===== src/rtl/osc_lut_pkg.sv =====
package osc_lut_pkg;

  localparam int unsigned HADDR_W = 3;

  typedef enum logic [HADDR_W-1:0] {
    RA_TUNE  = 3'd0,
    RA_PHASE = 3'd1,
    RA_CTRL  = 3'd2,
    RA_WIN   = 3'd3,
    RA_MADR  = 3'd4
  } host_reg_e;

  function automatic logic is_reg(input logic [HADDR_W-1:0] a, input host_reg_e r);
    return a == HADDR_W'(r);
  endfunction

endpackage


===== src/rtl/osc_lut_rst_sync.sv =====
module osc_lut_rst_sync #(
  parameter int unsigned STAGES = 2
) (
  input  logic clk,
  input  logic arst_n,
  output logic srst_n
);
  logic [STAGES-1:0] sync_q;
  logic [STAGES-1:0] sync_d;

  always_comb begin
    sync_d = {sync_q[STAGES-2:0], 1'b1};
  end

  always_ff @(posedge clk or negedge arst_n) begin
    if (!arst_n) sync_q <= '0;
    else         sync_q <= sync_d;
  end

  assign srst_n = sync_q[STAGES-1];
endmodule


===== src/rtl/osc_lut_regs.sv =====
module osc_lut_regs
  import osc_lut_pkg::*;
#(
  parameter int unsigned DW  = 32,
  parameter int unsigned MAW = 16
) (
  input  logic               clk,
  input  logic               rst_n,
  input  logic [HADDR_W-1:0] h_addr,
  input  logic               h_wr,
  input  logic               h_rd,
  input  logic [DW-1:0]      h_wdata,
  output logic [DW-1:0]      h_rdata,
  input  logic [DW-1:0]      win_rdata,
  output logic [DW-1:0]      tune_q,
  output logic [DW-1:0]      phase_q,
  output logic [DW-1:0]      ctrl_q,
  output logic [MAW-1:0]     madr_q,
  output logic               wcyc_q,
  output logic [MAW-1:0]     wadr_q,
  output logic [DW-1:0]      wdat_q
);
  localparam int unsigned PADW = DW - MAW;

  logic [DW-1:0]  tune_d, phase_d, ctrl_d, rdata_d;
  logic [MAW-1:0] madr_d, wadr_d;
  logic [DW-1:0]  wdat_d;
  logic           wcyc_d;
  logic           host_own;

  assign host_own = ctrl_q[0];

  always_comb begin
    tune_d  = tune_q;
    phase_d = phase_q;
    ctrl_d  = ctrl_q;
    madr_d  = madr_q;
    wcyc_d  = 1'b0;
    wadr_d  = wadr_q;
    wdat_d  = wdat_q;
    rdata_d = h_rdata;
    if (h_wr) begin
      if (is_reg(h_addr, RA_TUNE))  tune_d  = h_wdata;
      if (is_reg(h_addr, RA_PHASE)) phase_d = h_wdata;
      if (is_reg(h_addr, RA_CTRL))  ctrl_d  = h_wdata;
      if (is_reg(h_addr, RA_MADR))  madr_d  = h_wdata[MAW-1:0];
      if (is_reg(h_addr, RA_WIN) && host_own) begin
        wcyc_d = 1'b1;
        wadr_d = madr_q;
        wdat_d = h_wdata;
      end
    end
    if (h_rd) begin
      unique case (h_addr)
        HADDR_W'(RA_TUNE):  rdata_d = tune_q;
        HADDR_W'(RA_PHASE): rdata_d = phase_q;
        HADDR_W'(RA_CTRL):  rdata_d = ctrl_q;
        HADDR_W'(RA_WIN):   rdata_d = win_rdata;
        HADDR_W'(RA_MADR):  rdata_d = {{PADW{1'b0}}, madr_q};
        default:            rdata_d = '0;
      endcase
    end
  end

  always_ff @(posedge clk or negedge rst_n) begin
    if (!rst_n) begin
      tune_q  <= '0;
      phase_q <= '0;
      ctrl_q  <= '0;
      madr_q  <= '0;
      wcyc_q  <= 1'b0;
      wadr_q  <= '0;
      wdat_q  <= '0;
      h_rdata <= '0;
    end else begin
      tune_q  <= tune_d;
      phase_q <= phase_d;
      ctrl_q  <= ctrl_d;
      madr_q  <= madr_d;
      wcyc_q  <= wcyc_d;
      h_rdata <= rdata_d;
      if (wcyc_d) begin
        wadr_q <= wadr_d;
        wdat_q <= wdat_d;
      end
    end
  end


  win_ignored_chk: assert property (@(posedge clk) disable iff (!rst_n)
    (h_wr && h_addr == HADDR_W'(RA_WIN) && !ctrl_q[0]) |=> !wcyc_q);


  tune_store_chk: assert property (@(posedge clk) disable iff (!rst_n)
    (h_wr && h_addr == HADDR_W'(RA_TUNE)) |=> (tune_q == $past(h_wdata)));


  unmapped_read_chk: assert property (@(posedge clk) disable iff (!rst_n)
    (h_rd && h_addr > HADDR_W'(RA_MADR)) |=> (h_rdata == '0));
endmodule


===== src/rtl/osc_lut_port_sel.sv =====
module osc_lut_port_sel #(
  parameter int unsigned DW  = 32,
  parameter int unsigned MAW = 16
) (
  input  logic           clk,
  input  logic           rst_n,
  input  logic           host_own,
  input  logic [MAW-1:0] madr,
  input  logic           wcyc,
  input  logic [MAW-1:0] wadr,
  input  logic [DW-1:0]  wdat,
  input  logic [MAW-1:0] nco_addr,
  output logic [DW-1:0]  nco_rdata,
  output logic [DW-1:0]  host_rdata,
  output logic [MAW-1:0] mem_addr,
  output logic           mem_ce_n,
  output logic           mem_oe_n,
  output logic           mem_we_n,
  output logic [DW-1:0]  mem_dq_o,
  output logic           mem_dq_oe,
  input  logic [DW-1:0]  mem_dq_i
);
  logic host_wr;

  assign host_wr = host_own & wcyc;

  always_comb begin
    mem_ce_n   = 1'b0;
    mem_oe_n   = 1'b0;
    mem_we_n   = 1'b1;
    mem_dq_oe  = 1'b0;
    mem_dq_o   = '0;
    nco_rdata  = '0;
    host_rdata = '0;
    if (host_own) begin
      mem_addr   = wcyc ? wadr : madr;
      host_rdata = mem_dq_i;
      if (host_wr) begin
        mem_oe_n  = 1'b1;
        mem_we_n  = 1'b0;
        mem_dq_oe = 1'b1;
        mem_dq_o  = wdat;
      end
    end else begin
      mem_addr  = nco_addr;
      nco_rdata = mem_dq_i;
    end
  end


  we_single_chk: assert property (@(posedge clk) disable iff (!rst_n)
    !mem_we_n |=> mem_we_n);


  no_contention_chk: assert property (@(posedge clk) disable iff (!rst_n)
    mem_dq_oe |-> (mem_oe_n && !mem_we_n));
endmodule


===== src/rtl/osc_lut_hostif.sv =====
module osc_lut_hostif
  import osc_lut_pkg::*;
#(
  parameter int unsigned DW  = 32,
  parameter int unsigned MAW = 16
) (
  input  logic               clk,
  input  logic               rst_n,
  input  logic [HADDR_W-1:0] h_addr,
  input  logic               h_wr,
  input  logic               h_rd,
  input  logic [DW-1:0]      h_wdata,
  output logic [DW-1:0]      h_rdata,
  output logic [DW-1:0]      freq_word,
  output logic [DW-1:0]      phase_word,
  input  logic [MAW-1:0]     nco_addr,
  output logic [DW-1:0]      nco_rdata,
  output logic [MAW-1:0]     mem_addr,
  output logic               mem_ce_n,
  output logic               mem_oe_n,
  output logic               mem_we_n,
  output logic [DW-1:0]      mem_dq_o,
  output logic               mem_dq_oe,
  input  logic [DW-1:0]      mem_dq_i
);
  logic           srst_n;
  logic [DW-1:0]  ctrl_q, win_rdata, wdat_q;
  logic [MAW-1:0] madr_q, wadr_q;
  logic           wcyc_q;

  osc_lut_rst_sync #(.STAGES(2)) i_rst (
    .clk(clk), .arst_n(rst_n), .srst_n(srst_n)
  );

  osc_lut_regs #(.DW(DW), .MAW(MAW)) i_regs (
    .clk(clk), .rst_n(srst_n),
    .h_addr(h_addr), .h_wr(h_wr), .h_rd(h_rd), .h_wdata(h_wdata), .h_rdata(h_rdata),
    .win_rdata(win_rdata),
    .tune_q(freq_word), .phase_q(phase_word), .ctrl_q(ctrl_q), .madr_q(madr_q),
    .wcyc_q(wcyc_q), .wadr_q(wadr_q), .wdat_q(wdat_q)
  );

  osc_lut_port_sel #(.DW(DW), .MAW(MAW)) i_sel (
    .clk(clk), .rst_n(srst_n),
    .host_own(ctrl_q[0]), .madr(madr_q), .wcyc(wcyc_q), .wadr(wadr_q), .wdat(wdat_q),
    .nco_addr(nco_addr), .nco_rdata(nco_rdata), .host_rdata(win_rdata),
    .mem_addr(mem_addr), .mem_ce_n(mem_ce_n), .mem_oe_n(mem_oe_n), .mem_we_n(mem_we_n),
    .mem_dq_o(mem_dq_o), .mem_dq_oe(mem_dq_oe), .mem_dq_i(mem_dq_i)
  );


  nco_owner_chk: assert property (@(posedge clk) disable iff (!srst_n)
    !ctrl_q[0] |-> (mem_we_n && !mem_dq_oe && mem_addr == nco_addr));


  pulse_host_owned_chk: assert property (@(posedge clk) disable iff (!srst_n)
    !mem_we_n |-> ctrl_q[0]);
endmodule


===== config.mk =====
export PLATFORM = sky130hd
export DESIGN_NAME = osc_lut_hostif
export DESIGN_NICKNAME = d
export VERILOG_FILES = /design/src/rtl/osc_lut_pkg.sv /design/src/rtl/osc_lut_rst_sync.sv /design/src/rtl/osc_lut_regs.sv /design/src/rtl/osc_lut_port_sel.sv /design/src/rtl/osc_lut_hostif.sv
export SDC_FILE = /design/constraint.sdc
export NUM_CORES = 1
export LEC_CHECK = 0
export ABC_AREA = 1
export BUFFER_PORTS_ARGS = -buffer_cell sky130_fd_sc_hd__buf_2
export CORE_AREA = 5 5 136 202
export DETAILED_ROUTE_END_ITERATION = 10
export DIE_AREA = 0 0 141 207
export SLEW_MARGIN = 30
export SYNTH_ARGS = -nofsm -noshare
export SYNTH_HDL_FRONTEND = slang
export SYNTH_HIERARCHICAL = 1
export SYNTH_SLANG_ARGS = --single-unit

===== constraint.sdc =====
create_clock -name clk -period 6.5 [get_ports clk]
set_clock_uncertainty 0.2 [all_clocks]
set_input_delay 0.325 -clock clk [delete_from_list [all_inputs] [get_ports clk]]
set_output_delay 0.325 -clock clk [all_outputs]
set_load 0.1 [all_outputs]

Word level (Yosys, flattened, before mapping)
Index checks and enable logic that the tools add are counted.
{ "classes": {"n_bitwise": 1, "eq_ne": 4, "n_reduce_logical": 7, "mux": 13} }
{ "ops": {"columns": ["op", "count"], "rows": [
  ["case mux 32 bit (5 select lines)", 1],
  ["two-way mux 32 bit", 4],
  ["two-way mux 16 bit", 2],
  ["AND reduction 2 bit", 4],
  ["equality test 3 x 2 -> 1 bit, second input constant", 2],
  ["two-way mux 1 bit", 6],
  ["equality test 3 x 1 -> 1 bit, second input constant", 1],
  ["equality test 3 bit, second input constant", 1],
  ["logical NOT 3 bit", 1],
  ["AND reduction 3 bit", 1],
  ["AND 1 bit", 1],
  ["logical AND 1 bit", 1]
]} }
{ "word_totals": {"wordCells": 34, "input_bits": 87, "register_bits": 195, "out_inout_bits": 180} }

Longest topological paths before layout
Gate-level depths: netlist of the first run.
{ "depth": {"ltp_word": 5, "ltp_mapped": 11, "depth_no_buf": 9} }

Modules after synthesis
Netlist of the first run, hierarchy kept.
{ "by_module_without_submodules": {"columns": ["mod", "cells_each", "seq_area_each_um2", "area_each_um2", "n_inst"], "rows": [
  ["osc_lut_regs", 1018, 4829.6, 8614.5, 1],
  ["osc_lut_port_sel", 327, 0.0, 1320.0, 1],
  ["osc_lut_rst_sync", 3, 50.0, 53.8, 1]
]} }

Worst setup path before layout of the first run
Ideal clock, no wire load.
{ "synth_timing": {"path_kind": "flip-flop to output port", "startpoint": "register i_regs.ctrl_q[0]", "endpoint": "output port mem_dq_o[23]", "required_time_ns": 5.975, "path_buffers": 2, "arrival_ns": 2.093, "path_stages_with_launch": 5, "slack_ns": 3.882, "cell_sequence": "dfrtp_1 -> buf_4 -> nand2_4 -> buf_6 -> nor2_1"} }
{ "synth_via": {"elab_chain_cells": 3} }
{ "synth_rtl": {"columns": ["item", "line", "text"], "rows": [
  ["start, declared", "osc_lut_regs.sv:17", "output logic [DW-1:0] ctrl_q,"],
  ["start signal, assigned", "osc_lut_regs.sv:78", "ctrl_q <= ctrl_d;"],
  ["AND 1 bit", "osc_lut_port_sel.sv:25", "assign host_wr = host_own & wcyc;"],
  ["two-way mux 32 bit", "osc_lut_port_sel.sv:38", "if (host_wr) begin"],
  ["two-way mux 32 bit *", "osc_lut_port_sel.sv:35", "if (host_own) begin"],
  ["end, declared", "osc_lut_hostif.sv:22", "output logic [DW-1:0] mem_dq_o,"]
]} }
Mark *: on every way between the ends. The rest lies on a longest branch, timed or not.

Worst setup path in the final report of the first run
{ "layout_timing": {"startpoint": "register i_regs.ctrl_q[0]", "endpoint": "output port mem_dq_o[13]"} }
The elaborated chain is that of the path after synthesis.

==> results.md, run 1 <==
* Status: finished, final reports clean
* Yosys reg bits at roughly 200
* Vias per inst at roughly 4.7
* Port buffer count at 265
* Syn avg cell area at 7.41 µm²
* Post-CTS setup buffer count at 0
* Worst-path fanout max at 57
* Logic gate share of total power at 0.405
* Final ANT Viol Nets at 0
* CTS buffer count at 17
* Lkg Pwr at approximately 7 nW
* Layout area overhead at 19.6%
* Post-Syn Instances at ~1,300
* Number of synthesized flops with an enable pin at 0
* Sequential area share after synthesis at 0.489
* Min Tclk post-route at approximately 3.3 ns
* Synth top cells by count: 499 x nand2_1, 207 x inv_1, 195 x dfrtp_1, 110 x nor2_1, 78 x o21ai_0
* Worst-case reg-to-reg path depth at 9
* Fraction of layout instances using a drive strength above 1 at 0.232
* Drt drc at 0
* Top FF cell, synth: dfrtp_1
* Mapped cell area at 9990 µm²
* Max Cap Viol at 0
* Setup TNS at 0 ns
* Total gr overflow at 0
* CTS H-tree depth at 4
* Die area at slightly below 30,000 µm²
* Top post-synthesis cells by area: dfrtp_1 49%, nand2_1 19%, inv_1 7.8%
* Area share of the largest cell type after synthesis at 0.489
* First-pass GRT wire length at just under 50,000 µm
* CP startpoint: i_regs/ctrl_q[0]
* Resize count post-CTS at 0
* Initial core utilization at 0.390
* Buf+Inv Stages, Crit Path at 2
* Setup crit end: mem_dq_o[13]
* Top cell family by delay on the critical path: buffers and inverters
* Final Hold Fails at 0
* Routed via count at 8,988
* Reg2Reg Launch Point: i_regs/ctrl_q[0]
* Pins over their slew limit at 0
* Largest net degree at the start of global routing at 152
* Reg power frac at 0.369
* CP peak stage delay at about 0.7 ns
* CTS Sinks at 195
* Total Wirelength at between 30,000 and 40,000 µm
* Final setup viols at 0
* Synthesized Nets at around 1,400
* Synth area leader: dfrtp_1
* DR iter-0 viols at roughly 580
* Hold WC Path Type: in -> reg
* Reg clk slew, reported paths at about 0.08 ns
* Synth warnings at 6
* Vias in the first global route at about 8,900
* Clock buffer depth at 2
* PD cells at approximately 380 nW/µm²
* Sw Share at 0.495
* Nets at about 1,700
* Row count at a little over 70
* Crit end category: output port
* Chip width at around 140 µm
* Ant diodes at 0
* Placement Setup Slack at between 3 and 4 ns
* Internal at about 0.0023 W
* Crit-path cells: buf_4, nand2_4, nor2_1, buf_2
* I/O pin total at 267
* Setup crit start kind: flip-flop
* Rel. slew slack at 0.404
* Wirelength per Cell at between 15 and 20 µm
* Worst R2R Setup Slack at ~4.2 ns
* Worst path depth at 4
* FFs w/ async S/R, synth at 1.00
* CTS tree: built
* Chip height at 207 µm
* RSZ-0062 raised after global routing: no
* GPL Wtd Cong at between 0.8 and 0.9
* Clock network power share at 0.226
* Worst r2r dst: i_regs/h_rdata[0]
* Worst Path Arrival at 2.74 ns
* Initial DRT Pass Iterations at 5
* Net Sw Power at roughly 0.0022 W
* Worst slew pin tran at just under 0.9 ns
* GRT Total Usage at 0.219
* CP max-delay cell: dfrtp_2
* Final period utilization at 0.502
* Cell chosen for the clock root: clkbuf_16
* Most instantiated library cell after synthesis: nand2_1
* Cell variety after synth at 23
* Hold_buf cts at 5
* Setup ws final at 3.24 ns
* Latest clock arrival within the worst-skew pair at between 0.4 and 0.5 ns
* Core outline area at between 20,000 and 30,000 µm²
* Crit path kind: reg -> out
* Maximum clock rate at roughly 310 MHz
* Worst VDD drop at between 0.00015 and 0.0002 V
* Initial antenna violation count at 2
* DP HPWL at 23,800 µm
* Worst Path Required at 5.97 ns
==> power groups by stage <==
| stage | sequential (W) | clock [W] | combinational [W] |
|---|---|---|---|
| floorplan | 0.00236 | 0 | 0.000779 |
| CTS | 0.00166 | 0.00104 | 0.00183 |
| finish | 0.00166 | 0.00102 | 0.00182 |
| detailed placement | 0.00168 | 0 | 0.00183 |
| global route | 0.00169 | 0.00109 | 0.00193 |
| global placement | 0.00168 | 0 | 0.00181 |
==> how the worst min path moves through the flow <==
stage               cells past startpoint                  to  slack (ns)         from
finish                                  3  i_regs/phase_q[27]        0.01  h_wdata[27]
global route                            3   i_regs/ctrl_q[27]        0.01  h_wdata[27]
CTS                                     3   i_regs/ctrl_q[27]       0.004  h_wdata[27]
detailed placement                      1     i_rst/sync_q[0]       -0.09        rst_n
global placement                        1     i_rst/sync_q[0]       -0.09        rst_n
floorplan                               0     i_rst/sync_q[0]       -0.17        rst_n
==> cells in the final DEF, fill, tap and decap left out, types with 5 or more instances in the layout <==
| master | count |
|---|---|
| nand3_1 | 74 |
| inv_6 | 5 |
| dfrtp_1 | 193 |
| o21ai_1 | 34 |
| nor2_1 | 110 |
| clkbuf_16 | 17 |
| dlygate4sd3_1 | 5 |
| nand2_1 | 498 |
| o21ai_0 | 78 |
| o21ai_2 | 45 |
| buf_2 | 265 |
| inv_1 | 206 |
| nand4_1 | 12 |
==> area by class of cell <==
class	count	area (µm²)
Timing Repair Buffer	274	1430
Clock buffer	17	425
Multi-Input combinational cell	866	3840
Fill cell	2676	13600
Inverter	213	805
Tap cell	333	417
Clock inverter	14	139
Sequential cell	195	4880
==> routing by layer <==
| layer | GRT usage | up-vias | routed length (µm) |
|---|---|---|---|
| met5 | 0 | - | 27 |
| met1 | 0.235 | 4145 | 11600 |
| li1 | - | 4511 | - |
| met2 | 0.405 | 271 | 17100 |
| met3 | 0.0517 | 57 | 1870 |
| met4 | 0.0946 | 4 | 1390 |
==> state kept, by name (all words and copies together) (netlist names) <==
name            count
i_regs/ctrl_q      32
i_regs/h_rdata     32
i_regs/phase_q     32
i_regs/tune_q      32
i_regs/wdat_q      32
i_regs/madr_q      16
i_regs/wadr_q      16
i_rst/sync_q        2
i_regs/wcyc_q       1
==> through the flow <==
stage	utilization	std cells	instance area (µm²)	total power [W]	hold slack, ns
after global placement	0.442	1875	11300	0.00349	-0.0880
after global routing	0.467	1912	11900	0.00471	0.00960
final	0.467	1912	11900	0.00449	0.0144
after floorplan	-	1348	9990	0.00314	-0.171
after detailed placement	0.443	1876	11300	0.00351	-0.0858
after CTS	0.467	1912	11900	0.00453	0.00371
==> worst register-to-register path: cells and delay by family, from the launching register on <==
kind / cells / cell delay (ns)
and+or+nand+nor: 6 / 0.60
DFF: 1 / 0.71
buffers and inverters: 3 / 0.71
==> logic make-up (layout without fill, tap and decap cells) <==
| family | count (synthesis) | in the layout | share of synthesized area |
|---|---|---|---|
| simple gates | 707 | 707 | 0.287 |
| flops | 195 | 195 | 0.489 |
| compound gates | 157 | 157 | 0.0956 |
| other cells | 2 | 2 | 0.000752 |
| buf+inv | 287 | 518 | 0.128 |
(Power assumes the default switching activity.)
==> inputs of run 2 (changes only) <==
==> constraint.sdc (replaced) <==
create_clock -name clk -period 2.91 [get_ports clk]
set_clock_uncertainty 0.2 [all_clocks]
set_input_delay 0.1455 -clock clk [delete_from_list [all_inputs] [get_ports clk]]
set_output_delay 0.1455 -clock clk [all_outputs]
set_load 0.1 [all_outputs]
==> results.md, run 2 (synthesis results as in run 1) <==
* Status: finished, final reports clean (unchanged)
* Top cell family by delay on the critical path: flip-flops (was buffers and inverters)
* Placement Setup Slack at 0.706 ns (was 3.32 ns)
* Total gr overflow at 0 (unchanged)
* Commonest non-fill, non-tap cell in the layout: nand2_1 (unchanged)
* Maximum clock rate at ~380 MHz
* Reg2Reg Launch Point: i_regs/ctrl_q[0] (unchanged)
* Largest net degree at the start of global routing at 115 (was 152)
* Layout area overhead at 23.9% (was 19.6%)
* I/O pin total at 267 (unchanged)
* CP startpoint: i_regs/wcyc_q (was i_regs/ctrl_q[0])
* Hold_buf cts at 36 (was 5)
* CTS tree: built (unchanged)
* Buf+Inv Stages, Crit Path at 1 (was 2)
* Latest clock arrival within the worst-skew pair at 0.44 ns (about the same)
* Initial core utilization at 0.390 (unchanged)
* Nets at 1,696 (was 1,654)
* Chip width at 141 µm (unchanged)
* Worst slew pin tran at 0.752 ns (was 0.895 ns)
* Die area at 29,200 µm² (unchanged)
* Worst R2R Setup Slack at 0.86 ns (was 4.20 ns)
* Min Tclk post-route at 2.64 ns
* CP peak stage delay at 0.81 ns (was 0.71 ns)
* Ant diodes at 0 (unchanged)
* Chip height at 207 µm (unchanged)
* Crit-path cells: nand2_4, nor2_1, buf_2 (was buf_4, nand2_4, nor2_1, buf_2)
* PD cells at 830 nW/µm² (was 376 nW/µm²)
* Worst-case reg-to-reg path depth at 3 (was 9)
* Vias per inst at 4.72 (was 4.70)
* Most frequent cells in the layout: 499 x nand2_1, 265 x buf_2, 207 x inv_1 (was 498 x nand2_1, 265 x buf_2, 206 x inv_1)
* Initial antenna violation count at 3 (was 2)
* Pins over their slew limit at 0 (unchanged)
* CTS H-tree depth at 4 (unchanged)
* Lkg Pwr at 7.28 nW (was 7.07 nW)
* Worst VDD drop at 0.000697 V (was 0.000194 V)
* Fraction of layout instances using a drive strength above 1 at 0.232 (about the same)
* Rel. slew slack at 0.499 (was 0.404)
* CTS Sinks at 195 (unchanged)
* Port buffer count at 265 (unchanged)
* CP max-delay cell: dfrtp_1 (was dfrtp_2)
* First-pass GRT wire length at 51,900 µm (was 49,600 µm)
* Setup ws final at 0.274 ns (was 3.24 ns)
* Setup TNS at 0 ns (unchanged)
* Max Cap Viol at 0 (unchanged)
* Core outline area at 25,600 µm² (unchanged)
* Design Power at 0.0103 W (was 0.00449 W)
* Final period utilization at 0.906
* GRT Total Usage at 0.228 (was 0.219)
* Final Hold Fails at 0 (unchanged)
* Crit end category: output port (unchanged)
* CTS buffer count at 17 (unchanged)
* DR iter-0 viols at 685 (was 575)
* Cell chosen for the clock root: clkbuf_16 (unchanged)
* Final ANT Viol Nets at 0 (unchanged)
* DP HPWL at 24,100 µm (was 23,800 µm)
* Routed via count at 9,222 (was 8,988)
* GPL Wtd Cong at 0.853 (was 0.836)
* Clock buffer depth at 2 (unchanged)
* Worst Path Required at 2.56 ns (was 5.97 ns)
* Final core utilization at 0.484 (was 0.467)
* Post-CTS setup buffer count at 0 (unchanged)
* Final setup viols at 0 (unchanged)
* DP Area at 11,400 µm² (was 11,300 µm²)
* Vias in the first global route at 9,317 (was 8,887)
* Total Wirelength at 33,000 µm (was 31,900 µm)
* Row count at 72 (unchanged)
* Hold WC Path Type: in -> reg (unchanged)
* Reg clk slew, reported paths at 0.07 ns (was 0.08 ns)
* Worst Path Arrival at 2.29 ns (was 2.74 ns)
* Finished Cell Area at 12,400 µm² (was 11,900 µm²)
* Setup crit start kind: flip-flop (unchanged)
* Crit path kind: reg -> out (unchanged)
* Worst-path fanout max at 34 (was 57)
* RSZ-0062 raised after global routing: no (unchanged)
* Wirelength per Cell at 16.9 µm (was 16.7 µm)
* Drt drc at 0 (unchanged)
* Worst r2r dst: i_regs/wdat_q[26] (was i_regs/h_rdata[0])
* Setup crit end: mem_dq_o[5] (was mem_dq_o[13])
* Resize count post-CTS at 0 (unchanged)
* Initial DRT Pass Iterations at 5 (unchanged)
* Worst path depth at 3 (was 4)
## run 2: changes by cell type in the layout (fill, tap and decap cells not counted), sizes merged
cell,previous run,this run
clkinv,5,3
clkinvlp,1,0
dlygate4sd3,5,36
inv,221,223
buf,269,280
bufinv,0,2
## run 2: stage by stage
| stage | hold slack, ns | cells |
|---|---|---|
| after detailed placement | -0.268 | 1887 |
| after CTS | 0.00126 | 1955 |
| after floorplan | -0.350 | 1348 |
| after global routing | 0.0187 | 1955 |
| final | 0.0132 | 1955 |
| after global placement | -0.268 | 1887 |
## run 2: layout make-up
type,instances,area [µm²]
well taps,333,417
flip-flops and latches,195,4880
clock inverters,15,185
repair buffers,316,1820
multi-input cells,866,3840
clock buffers,17,425
fillers,2608,13200
inverters,213,805
## run 2: tightest hold or removal path: cells and delay by family
| kind | cells | cell delay [ns] |
|---|---|---|
| AND/OR/NAND/NOR | 4 | 0.26 |
| AO/OA/AOI/OAI | 1 | 0.06 |
| buffers and inverters | 2 | 0.16 |
## run 2: how the worst min path moves through the flow
stage / from / to / slack, ns / cells past startpoint
finish: mem_dq_i[2] / i_regs/h_rdata[2] / 0.01 / 7
floorplan: rst_n / i_rst/sync_q[0] / -0.35 / 0
CTS: mem_dq_i[29] / i_regs/h_rdata[29] / 0.001 / 7
global route: mem_dq_i[29] / i_regs/h_rdata[29] / 0.02 / 7
detailed placement: rst_n / i_rst/sync_q[0] / -0.27 / 1
global placement: rst_n / i_rst/sync_q[0] / -0.27 / 1
## run 2: report_power, final
group | switching [W] | internal [W] | leakage [nW]
clock | 0.00115 | 0.00131 | 0.303
sequential | 0.000452 | 0.00325 | 2.50
combinational | 0.00340 | 0.000713 | 4.48
## run 2: layer usage
layer / track usage / vias to the layer above / share of wire
met1: 0.240 / 4246 / 0.36
met3: 0.0512 / 81 / 0.060
met4: 0.0983 / 6 / 0.043
met2: 0.428 / 307 / 0.54
li1: - / 4582 / -
met5: 0 / - / 0.0014
==> inputs of run 3 (changes only) <==
--- a/config.mk
+++ b/config.mk
@@ -8,8 +8,10 @@
 export ABC_AREA = 1
 export BUFFER_PORTS_ARGS = -buffer_cell sky130_fd_sc_hd__buf_2
 export CORE_AREA = 5 5 136 202
+export CTS_CLUSTER_SIZE = 14
 export DETAILED_ROUTE_END_ITERATION = 10
 export DIE_AREA = 0 0 141 207
+export GPL_TIMING_DRIVEN = 0
 export SLEW_MARGIN = 30
 export SYNTH_ARGS = -nofsm -noshare
 export SYNTH_HDL_FRONTEND = slang
==> constraint.sdc (replaced) <==
create_clock -name clk -period 2.6 [get_ports clk]
set_clock_uncertainty 0.2 [all_clocks]
set_input_delay 0.13 -clock clk [delete_from_list [all_inputs] [get_ports clk]]
set_output_delay 0.13 -clock clk [all_outputs]
set_load 0.1 [all_outputs]
==> results.md, run 3 (synthesis results as in run 1) <==
* Status: finished, final reports clean (unchanged)
* Cell chosen for the clock root: clkbuf_16 (unchanged)
* Port buffer count at 263 (was 265)
* Core outline area at 25,600 µm² (unchanged)
* Worst R2R Setup Slack at 0.74 ns (was 0.86 ns)
* Routed via count at 9,579 (was 9,222)
* Nets at 1,759 (was 1,696)
* Row count at 72 (unchanged)
* Worst Path Arrival at 2.04 ns (was 2.29 ns)
* Worst Hold Path Cells at 7 (unchanged)
* Area of the multi-input gates at 3830 µm² (was 3840 µm²)
* Sw Share at 0.495 (was 0.487)
* PD cells at 892 nW/µm² (was 830 nW/µm²)
* Hold WC Path Type: in -> reg (unchanged)
* CTS tree: built (unchanged)
* Worst-case reg-to-reg path depth at 8 (was 3)
* Fraction of layout instances using a drive strength above 1 at 0.245 (was 0.232)
* Total gr overflow at 0 (unchanged)
* Rel. slew slack at 0.563 (was 0.499)
* Post-CTS setup buffer count at 0 (unchanged)
* Clock buffer depth at 2 (unchanged)
* Reg clk slew, reported paths at 0.08 ns (was 0.07 ns)
* Die area at 29,200 µm² (unchanged)
* GRT Total Usage at 0.248 (was 0.228)
* Worst Hold Endpoint: i_regs/h_rdata[2] (unchanged)
* Latest clock arrival within the worst-skew pair at 0.45 ns (was 0.44 ns)
* Final ANT Viol Nets at 0 (unchanged)
* CTS buffer count at 17 (unchanged)
* I/O pin total at 267 (unchanged)
* Most frequent cells in the layout: 499 x nand2_1, 285 x buf_2, 207 x inv_1 (was 499 x nand2_1, 265 x buf_2, 207 x inv_1)
* Crit path kind: reg -> out (unchanged)
* First-pass GRT wire length at 55,300 µm (was 51,900 µm)
* Logic gate share of total power at 0.414 (was 0.400)
* Layout area overhead at 27.8% (was 23.9%)
* CTS H-tree depth at 4 (unchanged)
* Clock network power share at 0.226 (was 0.240)
* Chip height at 207 µm (unchanged)
* Placement Setup Slack at 0.680 ns (was 0.706 ns)
* DR iter-0 viols at 563 (was 685)
* Initial DRT Pass Iterations at 5 (unchanged)
* Commonest non-fill, non-tap cell in the layout: nand2_1 (unchanged)
* Final period utilization at 0.910
* DP HPWL at 27,500 µm (was 24,100 µm)
* Min-Delay Startpoint: mem_dq_i[2] (unchanged)
* Worst Path Required at 2.27 ns (was 2.56 ns)
* RSZ-0062 raised after global routing: no (unchanged)
* Vias per inst at 4.75 (was 4.72)
* Setup ws final at 0.234 ns (was 0.274 ns)
* Worst-path fanout max at 10 (was 34)
* Worst slew pin tran at 0.656 ns (was 0.752 ns)
* Reg2Reg Launch Point: i_regs/ctrl_q[0] (unchanged)
* Final setup viols at 0 (unchanged)
* Initial antenna violation count at 1 (was 3)
* Net Sw Power at 0.00564 W (was 0.00500 W)
* Final Hold Fails at 0 (unchanged)
* Max Cap Viol at 0 (unchanged)
* Reg power frac at 0.360 (about the same)
* Min Tclk post-route at about 2.4 ns
* Vias in the first global route at 9,691 (was 9,317)
* Maximum clock rate at 423 MHz
* Number of fill cells at 2,602 (was 2,608)
* Wirelength per Cell at 17.6 µm (was 16.9 µm)
* Total Wirelength at 35,500 µm (was 33,000 µm)
* Worst VDD drop at 0.000643 V (was 0.000697 V)
* Worst r2r dst: i_regs/h_rdata[22] (was i_regs/wdat_q[26])
* Crit end category: output port (unchanged)
* Internal at 0.00576 W (was 0.00527 W)
* Largest net degree at the start of global routing at 52 (was 115)
* Lkg Pwr at 7.49 nW (was 7.28 nW)
* Initial core utilization at 0.390 (unchanged)
* CTS Sinks at 195 (unchanged)
* Finished Cell Area at 12,800 µm² (was 12,400 µm²)
* GPL Wtd Cong at 0.886 (was 0.853)
* Pins over their slew limit at 0 (unchanged)
* Drt drc at 0 (unchanged)
* Chip width at 141 µm (unchanged)
* Register area at 4880 µm² (about the same)
* Setup crit start kind: flip-flop (unchanged)
* DP Area at 11,800 µm² (was 11,400 µm²)
-- run 3: repair_timing --
| item | 4_1_cts | 5_1_grt |
|---|---|---|
| resized for setup | 0 | 0 |
| hold endpoints to repair | 151 | 0 |
| hold buffers | 38 | 0 |
-- run 3: cell type report --
cell class / count / share of cell area
diodes: 1 / 0.000196
plain buffers: 74 / 0.0371
clock buffers: 17 / 0.0333
clock inverters: 14 / 0.0110
inverters: 213 / 0.0630
multi-input cells: 866 / 0.300
flip-flops and latches: 195 / 0.382
well taps: 333 / 0.0326
repair buffers: 305 / 0.140
-- run 3: power groups by stage --
stage	Sequential (W)	Clock, W	Combinational [W]
2_1_floorplan	0.00591	0	0.00195
3_3_place_gp	0.00419	0	0.00458
3_5_place_dp	0.00415	0	0.00469
4_1_cts	0.00410	0.00263	0.00474
5_1_grt	0.00418	0.00275	0.00501
6_report	0.00410	0.00258	0.00472
-- run 3: metal layers --
layer / routed length (µm) / GRT usage
met1: 12900 / 0.268
met5: 0 / 0
met2: 18800 / 0.453
met4: 1930 / 0.131
met3: 1930 / 0.0478
-- run 3: how the worst max path moves through the flow --
| stage | start | depth (start not counted) | to |
|---|---|---|---|
| detailed placement | h_addr[0] | 7 | i_regs/ctrl_q[25] |
| CTS | i_regs/ctrl_q[0] | 5 | mem_dq_o[30] |
| finish | i_regs/ctrl_q[0] | 5 | mem_dq_o[30] |
| global placement | i_rst/sync_q[1] | 0 | i_regs/h_rdata[5] |
| global route | i_regs/ctrl_q[0] | 5 | mem_addr[14] |
| floorplan | i_regs/ctrl_q[0] | 4 | mem_dq_o[23] |
-- run 3: through the flow --
step / total power [W] / std cells / util / TNS (ns) / hold WS [ns]
global placement: 0.00877 / 1944 / 0.458 / -59.09 / -0.284
CTS: 0.0115 / 2017 / 0.499 / 0 / 0.000260
detailed placement: 0.00884 / 1948 / 0.462 / 0 / -0.282
global route: 0.0119 / 2018 / 0.499 / 0 / 0.0520
finish: 0.0114 / 2018 / 0.499 / 0 / 0.0117
floorplan: 0.00786 / 1348 / - / 0 / -0.366
-- run 3: critical path: stages (launching register included) --
cell and delay, ns:
dfrtp_1 0.40, buf_4 0.28, nand2_4 0.14, buf_6 0.18, nor2_1 0.13, buf_2 0.45
